===== src/rtl/nand_ecc_pkg.sv =====
package nand_ecc_pkg;
  localparam int COL_BITS  = 3;
  localparam int LINE_BITS = 9;
  localparam int BYTE_W    = 1 << COL_BITS;
  localparam int ADDR_BITS = COL_BITS + LINE_BITS;
  localparam int CODE_W    = 2 * ADDR_BITS;

  typedef enum logic [1:0] {
    ECC_CLEAN      = 2'd0,
    ECC_DATA_FIXED = 2'd1,
    ECC_CODE_FIXED = 2'd2,
    ECC_FATAL      = 2'd3
  } ecc_status_e;

  // Bits of a byte whose in-byte position has address bit k set
  function automatic logic [BYTE_W-1:0] col_mask(input int k);
    logic [BYTE_W-1:0] m;
    for (int p = 0; p < BYTE_W; p++) m[p] = ((p >> k) & 1) == 1;
    return m;
  endfunction
endpackage


===== src/rtl/nand_hamming_accum.sv =====
module nand_hamming_accum
  import nand_ecc_pkg::*;
(
  input  logic                 clk,
  input  logic                 rst,
  input  logic                 clear,
  input  logic                 take,
  input  logic [BYTE_W-1:0]    byte_in,
  input  logic                 last_in,
  output logic [ADDR_BITS-1:0] even_par,
  output logic [ADDR_BITS-1:0] odd_par,
  output logic                 ready
);
  logic [LINE_BITS-1:0] line_q;
  logic [ADDR_BITS-1:0] even_q, odd_q, even_d, odd_d;
  logic                 ready_q;
  logic                 byte_x;

  assign byte_x = ^byte_in;

  // Column parities: depend on the bit position inside the byte
  for (genvar k = 0; k < COL_BITS; k++) begin : g_col
    localparam logic [BYTE_W-1:0] M = col_mask(k);
    assign odd_d[k]  = odd_q[k]  ^ (^(byte_in & M));
    assign even_d[k] = even_q[k] ^ (^(byte_in & ~M));
  end

  // Line parities: depend on the byte index within the chunk
  for (genvar k = COL_BITS; k < ADDR_BITS; k++) begin : g_line
    assign odd_d[k]  = odd_q[k]  ^ (line_q[k-COL_BITS] & byte_x);
    assign even_d[k] = even_q[k] ^ (~line_q[k-COL_BITS] & byte_x);
  end

  always_ff @(posedge clk) begin
    if (rst || clear) begin
      line_q  <= '0;
      even_q  <= '0;
      odd_q   <= '0;
      ready_q <= 1'b0;
    end else begin
      if (take) begin
        even_q <= even_d;
        odd_q  <= odd_d;
        line_q <= line_q + 1'b1;
      end
      ready_q <= ready_q | (take & last_in);
    end
  end

  assign even_par = even_q;
  assign odd_par  = odd_q;
  assign ready    = ready_q;

  p_ready_after_last_r4: assert property (@(posedge clk) disable iff (rst)
    (take && last_in && !clear) |=> ready);
endmodule


===== src/rtl/nand_hamming_judge.sv =====
module nand_hamming_judge
  import nand_ecc_pkg::*;
#(
  parameter int CHUNK_BYTES = 512
) (
  input  logic [CODE_W-1:0]    diff,
  output ecc_status_e          status,
  output logic [LINE_BITS-1:0] byte_idx,
  output logic [BYTE_W-1:0]    bit_mask
);
  localparam logic [LINE_BITS:0] LIMIT = (LINE_BITS+1)'(CHUNK_BYTES);

  logic [ADDR_BITS-1:0] lo_h, hi_h;
  logic                 is_pair, is_single, in_range;

  assign lo_h      = diff[ADDR_BITS-1:0];
  assign hi_h      = diff[CODE_W-1:ADDR_BITS];
  assign is_pair   = (hi_h ^ lo_h) == '1;
  assign is_single = (diff & (diff - 1'b1)) == '0;
  assign in_range  = {1'b0, hi_h[ADDR_BITS-1:COL_BITS]} < LIMIT;

  always_comb begin
    status   = ECC_FATAL;
    byte_idx = '0;
    bit_mask = '0;
    if (diff == '0) begin
      status = ECC_CLEAN;
    end else if (is_pair) begin
      if (in_range) begin
        status   = ECC_DATA_FIXED;
        byte_idx = hi_h[ADDR_BITS-1:COL_BITS];
        bit_mask = BYTE_W'(1) << hi_h[COL_BITS-1:0];
      end
    end else if (is_single) begin
      status = ECC_CODE_FIXED;
    end
  end
endmodule


===== src/rtl/nand_hamming_ecc.sv =====
module nand_hamming_ecc
  import nand_ecc_pkg::*;
#(
  parameter int CHUNK_BYTES = 512
) (
  input  logic                 clk,
  input  logic                 rst,
  input  logic                 start,
  input  logic                 in_valid,
  input  logic [BYTE_W-1:0]    in_byte,
  input  logic                 in_last,
  output logic [CODE_W-1:0]    code_o,
  output logic                 code_ready,
  input  logic                 cmp_valid,
  input  logic [CODE_W-1:0]    stored_code,
  output logic                 done,
  output logic [1:0]           status,
  output logic [LINE_BITS-1:0] err_byte,
  output logic [BYTE_W-1:0]    err_mask
);
  localparam logic [LINE_BITS:0] LIMIT = (LINE_BITS+1)'(CHUNK_BYTES);

  logic [ADDR_BITS-1:0] even_par, odd_par;
  logic [CODE_W-1:0]    diff;
  ecc_status_e          j_status;
  logic [LINE_BITS-1:0] j_byte;
  logic [BYTE_W-1:0]    j_mask;

  logic                 done_q;
  ecc_status_e          status_q;
  logic [LINE_BITS-1:0] byte_q;
  logic [BYTE_W-1:0]    mask_q;

  nand_hamming_accum u_accum (
    .clk      (clk),
    .rst      (rst),
    .clear    (start),
    .take     (in_valid),
    .byte_in  (in_byte),
    .last_in  (in_last),
    .even_par (even_par),
    .odd_par  (odd_par),
    .ready    (code_ready)
  );

  assign code_o = ~{odd_par, even_par};
  assign diff   = code_o ^ stored_code;

  nand_hamming_judge #(.CHUNK_BYTES(CHUNK_BYTES)) u_judge (
    .diff     (diff),
    .status   (j_status),
    .byte_idx (j_byte),
    .bit_mask (j_mask)
  );

  always_ff @(posedge clk) begin
    if (rst) begin
      done_q   <= 1'b0;
      status_q <= ECC_CLEAN;
      byte_q   <= '0;
      mask_q   <= '0;
    end else begin
      done_q <= cmp_valid;
      if (cmp_valid) begin
        status_q <= j_status;
        byte_q   <= j_byte;
        mask_q   <= j_mask;
      end
    end
  end

  assign done     = done_q;
  assign status   = status_q;
  assign err_byte = byte_q;
  assign err_mask = mask_q;

  p_start_clears_r3: assert property (@(posedge clk) disable iff (rst)
    start |=> (code_o == '1 && !code_ready));
  p_match_clean_r5: assert property (@(posedge clk) disable iff (rst)
    (cmp_valid && stored_code == code_o) |=> (status == 2'd0));
  p_fix_mask_onehot_r6: assert property (@(posedge clk) disable iff (rst)
    (done && status == 2'd1) |-> ($countones(err_mask) == 1));
  p_fix_index_range_r7: assert property (@(posedge clk) disable iff (rst)
    (done && status == 2'd1) |-> ({1'b0, err_byte} < LIMIT));
  p_code_only_r8: assert property (@(posedge clk) disable iff (rst)
    (cmp_valid && $countones(stored_code ^ code_o) == 1) |=>
      (status == 2'd2 && err_mask == '0));
  p_done_follows_cmp_r10: assert property (@(posedge clk) disable iff (rst)
    cmp_valid |=> done);
  p_done_single_r10: assert property (@(posedge clk) disable iff (rst)
    !cmp_valid |=> !done);
endmodule


===== config.mk =====
export PLATFORM = sky130hd
export DESIGN_NAME = nand_hamming_ecc
export DESIGN_NICKNAME = d
export VERILOG_FILES = /design/src/rtl/nand_ecc_pkg.sv /design/src/rtl/nand_hamming_accum.sv /design/src/rtl/nand_hamming_judge.sv /design/src/rtl/nand_hamming_ecc.sv
export SDC_FILE = /design/constraint.sdc
export NUM_CORES = 1
export LEC_CHECK = 0
export CAP_MARGIN = 40
export CORE_MARGIN = 2
export CORE_UTILIZATION = 60
export DETAILED_ROUTE_END_ITERATION = 8
export DONT_BUFFER_PORTS = 1
export PLACE_DENSITY = 0.76
export SLEW_MARGIN = 20
export SYNTH_ARGS = -nofsm -noshare
export SYNTH_HDL_FRONTEND = slang
export SYNTH_SLANG_ARGS = --single-unit

===== constraint.sdc =====
create_clock -name clk -period 2.3 [get_ports clk]
set_clock_uncertainty 0.05 [all_clocks]
set_input_delay 0.23 -clock clk [delete_from_list [all_inputs] [get_ports clk]]
set_output_delay 0.23 -clock clk [all_outputs]
set_load 0.03 [all_outputs]

==> key figures, run 1 <==
Logic synthesis
  – EDFF count, synth: 0
  – Average cell area after synthesis: 8.09 um^2
  – Synth area leader: dfxtp_1
  – Count leader, synth: xnor2_1
  – Synth area leaders: dfxtp_1 (36%), xnor2_1 (19%), nor2_1 (5.4%)
  – Mapped Area: 2990 um^2
  – Syn Inst Count: 370
  – Synthesized net count: 409
  – Ys flop type: dfxtp_1
  – Post-synth ARST share: 0
  – Synth cell count leaders: xnor2_1 (64), dfxtp_1 (54), nor2_1 (43)
  – Post-synth cell types: 40
  – Sequential fraction of the synthesis area: 0.361
  – Synth warn: 0
  – Post-synth top area share: 0.361
  – Register bit total from synthesis: 54

Detailed routing
  – Via count: 2453
  – Routed vias/inst: 5.49
  – Final Routed Wirelength: 6680 um
  – Routed len/inst: 14.9 um
  – DR pass1 iterations: 4
  – Final ANT Viol Nets: 0
  – DRC Markers: 0
  – Starting DRT DRC Count: 123

Timing
  – RSZ-0062 raised after global routing: no
  – Final setup viols: 0
  – Worst-Margin Slew: 0.661 ns
  – Min cycle time layout: 2.19 ns
  – Max-slew headroom: 0.558
  – Setup TNS: 0 ns
  – F_max: 0.457 GHz
  – Final Hold Vio Count: 0
  – Slew Limit Fails: 0
  – Fin crit share: 0.950
  – Final worst slack: 0.114 ns

Pwr
  – Peak supply drop: 0.488 mV
  – Leakage: 1.07 nW
  – Power per standard cell area: 626 nW/um^2

Clock network
  – Worst-path clk slew: 0.10 ns
  – Setup bufs post-CTS: 0
  – Max H-tree Level: 2
  – CTS Root Cell: clkbuf_8
  – CTS tree: yes
  – CTS max path bufs: 2
  – Clock latency on the worst-skew pair: 0.31 ns
  – TritonCTS Buffers: 5
  – Clock Sinks: 54

GRT
  – First-pass GRT wire length: 10400 um
  – GRT Total Usage: 0.245
  – Grt total ovfl: 0
  – Initial antenna violation count: 0
  – Largest net degree at the start of global routing: 35
  – Vias in the first global route: 2260

Die
  – IO Count: 83
  – DIE WIDTH: 74.6 um
  – Die ar.: 5570 um^2
  – Initial Utilization: 0.629
  – # rows: 25
  – Chip height: 74.6 um
  – Core ar.: 4750 um^2

Worst setup path
  – Kind of critical path: reg -> reg
  – CP Launch Point: u_accum.even_par[9]$_SDFFE_PP0P_
  – Worst setup SP type: flop
  – WP depth: 7
  – CP arrival: 2.33 ns
  – Slowest Stage Delay on Critical Path: 0.51 ns
  – Worst path bufs/invs: 0
  – CP top delay family: simple AND/OR/NAND/NOR gates
  – Worst endpoint required time: 2.45 ns
  – Crit-path most repeated cell: xnor2_1
  – CP max FO: 5
  – Worst Setup End Kind: flop
  – Reg2Reg Launch Point: u_accum.even_par[9]$_SDFFE_PP0P_
  – Reg2Reg Depth: 7
  – Slowest stage cell, crit path: or4b_1
  – Crit path cell chain: xnor2_1 > xnor2_1 > nor4_1 > and3_1 > or4b_1 > nor3_1 > a31oi_1

Layout
  – Fin nets: 418
  – Multi-input logic area: 1790 um^2
  – Layout area overhead: 9.57%
  – Post-layout util: 0.690
  – Layout cells sized above 1: 0.105
  – Fillers: 426
  – Layout Cells excl Fill: 447
  – N_diodes: 0
  – Reg area: 1080 um^2

Outcome
  – Outcome: finished, final reports clean

Place
  – Pre-CTS WS: 0.0837 ns
  – PortBufs: 0
  – Post-DP HPWL: 5130 um
  – DP Cell Count: 437
  – RePlAce Congestion: 0.883

Min path
  – Min-Delay Startpoint: cmp_valid
  – Hold/Removal Path Class: in -> reg
  – Hold path depth: 2

Job
  – Max Cap Violations: 0
[report_power, final]
part / internal, mW / switching, mW
Sequential: 0.962 / 0.0371
Combinational: 0.206 / 0.284
Clock: 0.248 / 0.317
Total: 1.42 / 0.638
[placed cells by master (no fill, tap or decap), types with 2 or more instances in the layout]
cell type,Yosys,routed
a2bb2oi_1,2,2
and3_1,4,4
or2_2,2,2
o22ai_1,2,2
o21ai_0,15,15
dlygate4sd3_1,0,2
or3_1,5,5
nor3_1,5,5
nor2_1,43,42
xor2_1,10,10
and2_1,2,2
nor4_2,3,3
nor4_1,3,3
clkbuf_8,0,6
buf_4,0,14
nor2b_1,6,6
a31oi_1,2,2
a21oi_1,25,25
xnor2_2,5,10
nand3_1,19,19
xnor2_1,64,59
inv_1,26,26
dfxtp_1,54,54
nand2_1,37,37
mux2i_1,2,2
nand4_1,7,7
[metrics by stage]
stage	total power, mW	hold slack, ns	instance area [um^2]
4_1_cts	2.06	0.000953	3240
3_3_place_gp	1.48	0.249	3120
3_5_place_dp	1.49	0.250	3120
2_1_floorplan	1.41	0.325	2990
5_1_grt	2.16	0.00133	3280
6_report	2.05	0.0112	3280
[area by class of cell]
class | instances | area share
clock inverter | 2 | 0.00496
clock buffer | 6 | 0.0252
multi-input combinational | 276 | 0.547
tap | 67 | 0.0256
sequential | 54 | 0.330
timing repair buffer | 16 | 0.0382
inverter | 26 | 0.0298
[flip-flops by register name (all words and copies together) (netlist names)]
signal	count
u_accum.ready	1
status	2
err_mask	8
done	1
u_accum.line_q	9
err_byte	9
u_accum.even_par	12
u_accum.odd_par	12
[worst reg2reg max path, cell delays in order, from the launching register on]
cell	delay [ns]
dfxtp_1	0.35
xnor2_1	0.43
xnor2_1	0.19
nor4_1	0.06
and3_1	0.19
or4b_1	0.51
nor3_1	0.18
a31oi_1	0.11
[per-layer routing]
metal  up-vias  GRT usage  part of all wire
li1       1229          -                 -
met1      1142      0.290              0.42
met2        75      0.428              0.50
met3         7     0.0696             0.068
met4         0     0.0794             0.013
met5         -          0                 0
[logic make-up after synthesis]
group / Yosys count / share of synthesized area
mux: 2 / 0.00669
buf+inv: 40 / 0.0531
flops: 54 / 0.361
fa+ha+maj: 1 / 0.00418
simple gates: 142 / 0.230
xor+xnor: 79 / 0.244
compound gates: 52 / 0.101
[worst paths after layout]
check	to	slack, ns
setup / recovery	status[0]$_SDFFE_PP0P_	0.11
hold / removal	err_byte[7]$_SDFFE_PP0P_	0.01
setup reg to reg	status[0]$_SDFFE_PP0P_	0.11
hold reg to reg	u_accum.even_par[11]$_SDFFE_PP0P_	0.49
[timing repair]
item,4_1_cts,5_1_grt
resized for setup,0,6
endpoints found under the hold margin,20,0
setup endpoints to repair,0,8
hold buffers,2,0
No activity file was read; power rests on OpenSTA's default activity.
==> run 2, diff against run 1 <==
--- a/config.mk
+++ b/config.mk
@@ -11,6 +11,7 @@
 export DETAILED_ROUTE_END_ITERATION = 8
 export DONT_BUFFER_PORTS = 1
 export PLACE_DENSITY = 0.76
+export RECOVER_POWER = 100
 export SLEW_MARGIN = 20
 export SYNTH_ARGS = -nofsm -noshare
 export SYNTH_HDL_FRONTEND = slang
==> constraint.sdc (replaced) <==
create_clock -name clk -period 2.3 [get_ports clk]
set_clock_uncertainty 0.05 [all_clocks]
set_input_delay 0.23 -clock clk [delete_from_list [all_inputs] [get_ports clk]]
set_output_delay 0.23 -clock clk [all_outputs]
set_load 0.005 [all_outputs]
==> run 2 against run 1 <==
Wire length is 0.31% lower. Cell count fell by 0.45%. Sequential cell count stayed put. Maximum frequency down 0.77%. Global-route usage fell by 0.083 points. First-iteration DRC count is 18% lower. The run now ends with capacitance limit, slew limit left. Clock-buffer cell count did not move. Worst setup slack got worse by 0.017 ns. Non-clock buffer count decreased by 2. Clock power is 1% higher. Hold slack lost 0.0076 ns. Largest power group unchanged. Critical path depth stayed put. Critical endpoint unchanged.
==> key figures, run 2 (synthesis results as in run 1) <==
Outcome
  – Outcome: finished, violations left
  – Failing checks: capacitance limit, slew limit

Die
  – # rows: 25
  – DIE WIDTH: 74.6 um
  – Chip height: 74.6 um
  – Initial Utilization: 0.629
  – IO Count: 83
  – Core ar.: 4750 um^2
  – Die ar.: 5570 um^2

Detailed routing
  – DR pass1 iterations: 4
  – Routed len/inst: 15.0 um
  – Final ANT Viol Nets: 0
  – Final Routed Wirelength: 6660 um
  – Routed vias/inst: 5.48
  – DRC Markers: 0
  – Starting DRT DRC Count: 101
  – Via count: 2438

Clock network
  – CTS Root Cell: clkbuf_8
  – Max H-tree Level: 2
  – Worst-path clk slew: 0.10 ns
  – Clock latency on the worst-skew pair: 0.32 ns
  – CTS tree: yes
  – Setup bufs post-CTS: 0
  – TritonCTS Buffers: 5
  – Clock Sinks: 54
  – CTS max path bufs: 2

Timing
  – F_max: 0.454 GHz
  – RSZ-0062 raised after global routing: no
  – Worst-Margin Slew: 1.91 ns
  – Max-slew headroom: -0.273
  – Setup TNS: 0 ns
  – Slew Limit Fails: 35
  – Final Hold Vio Count: 0
  – Min Hold Slack: 0.00357 ns
  – Fin crit share: 0.958
  – Final setup viols: 0
  – Min cycle time layout: 2.20 ns

Min path
  – Hold path depth: 2
  – Hold/Removal Path Class: in -> reg

Place
  – PortBufs: 0
  – Post-DP HPWL: 5100 um
  – RePlAce Congestion: 0.845
  – DP Cell Count: 436

GRT
  – Initial antenna violation count: 0
  – GRT Total Usage: 0.244
  – Largest net degree at the start of global routing: 35
  – Grt total ovfl: 0
  – First-pass GRT wire length: 10600 um
  – Vias in the first global route: 2339

Layout
  – Most frequent cells in the layout: xnor2_1 (62), dfxtp_1 (54), nor2_1 (42), nand2_1 (37), inv_1 (26)
  – Fin nets: 416
  – Layout cells sized above 1: 0.0926
  – Post-layout util: 0.681
  – Commonest non-fill, non-tap cell in the layout: xnor2_1
  – Layout area overhead: 8.24%
  – Multi-input logic area: 1770 um^2
  – Layout Cells excl Fill: 445
  – N_diodes: 0
  – Fillers: 426
  – Reg area: 1080 um^2

Worst setup path
  – CP arrival: 2.35 ns
  – Crit path cell chain: xnor2_1 > xnor2_1 > nor4_1 > and3_1 > or4b_1 > nor3_1 > a31oi_1
  – Kind of critical path: reg -> reg
  – Slowest stage cell, crit path: or4b_1
  – Crit-path most repeated cell: xnor2_1
  – Reg2Reg Depth: 7
  – Worst Setup End Kind: flop
  – CP max FO: 5
  – Slowest Stage Delay on Critical Path: 0.51 ns
  – Worst setup SP type: flop
  – Worst endpoint required time: 2.45 ns

Pwr
  – Leakage: 1.05 nW
  – Power per standard cell area: 618 nW/um^2
  – Peak supply drop: 0.431 mV
  – Post-layout total power: 2.00 mW

Job
  – Max Cap Violations: 1
[run 2: cell types whose count changed in the layout (fill, tap and decap cells not counted)]
cell / previous run / this run
dlygate4sd3_1: 2 / 1
or2_0: 0 / 1
or2_2: 2 / 1
buf_4: 14 / 13
xnor2_1: 59 / 62
xnor2_2: 10 / 7
[run 2: report_power, final]
part           leakage (nW)  internal (mW)  switching [mW]
Combinational         0.563          0.199           0.238
Clock                0.0478          0.248           0.323
Sequential            0.437          0.962          0.0310
Total                  1.05           1.41           0.592
[run 2: path summary, 6_finish.rpt]
kind / start / endpoint / slack (ns)
min: cmp_valid / err_byte[8]$_SDFFE_PP0P_ / 0.004
max: u_accum.even_par[0]$_SDFFE_PP0P_ / status[0]$_SDFFE_PP0P_ / 0.1
max reg2reg: u_accum.even_par[0]$_SDFFE_PP0P_ / status[0]$_SDFFE_PP0P_ / 0.1
min reg2reg: err_mask[7]$_SDFFE_PP0P_ / err_mask[7]$_SDFFE_PP0P_ / 0.42
[run 2: timing repair]
item / CTS / global route
gates resized for setup: 0 / 3
endpoints found under the hold margin: 19 / 0
setup endpoints to repair: 0 / 1
hold buffers: 1 / 0
[run 2: final cells by class]
class,count,area share
clock inverters,2,0.00502
clock buffers,6,0.0255
multi-input cells,276,0.547
well taps,67,0.0259
flip-flops and latches,54,0.334
repair buffers,14,0.0332
inverters,26,0.0301
[run 2: worst max-delay path, delay by kind of cell, from the launching register on]
| kind | cells | cell delay [ns] |
|---|---|---|
| DFF | 1 | 0.36 |
| and+or+nand+nor | 4 | 0.96 |
| AOI/OAI and AO/OA | 1 | 0.10 |
| xor gates and xnor gates | 2 | 0.62 |
[run 2: per-stage QoR]
step                worst slack (ns)  area [um^2]
detailed placement             0.133         3110
CTS                            0.105         3220
global route                  0.0100         3240
floorplan                      0.318         2990
finish                        0.0969         3240
global placement               0.189         3110
[run 2: per-layer routing]
layer  global-route usage  share of wire
met5                    0              0
met3               0.0643          0.065
met1                0.295           0.42
met4               0.0675          0.010
met2                0.429           0.51
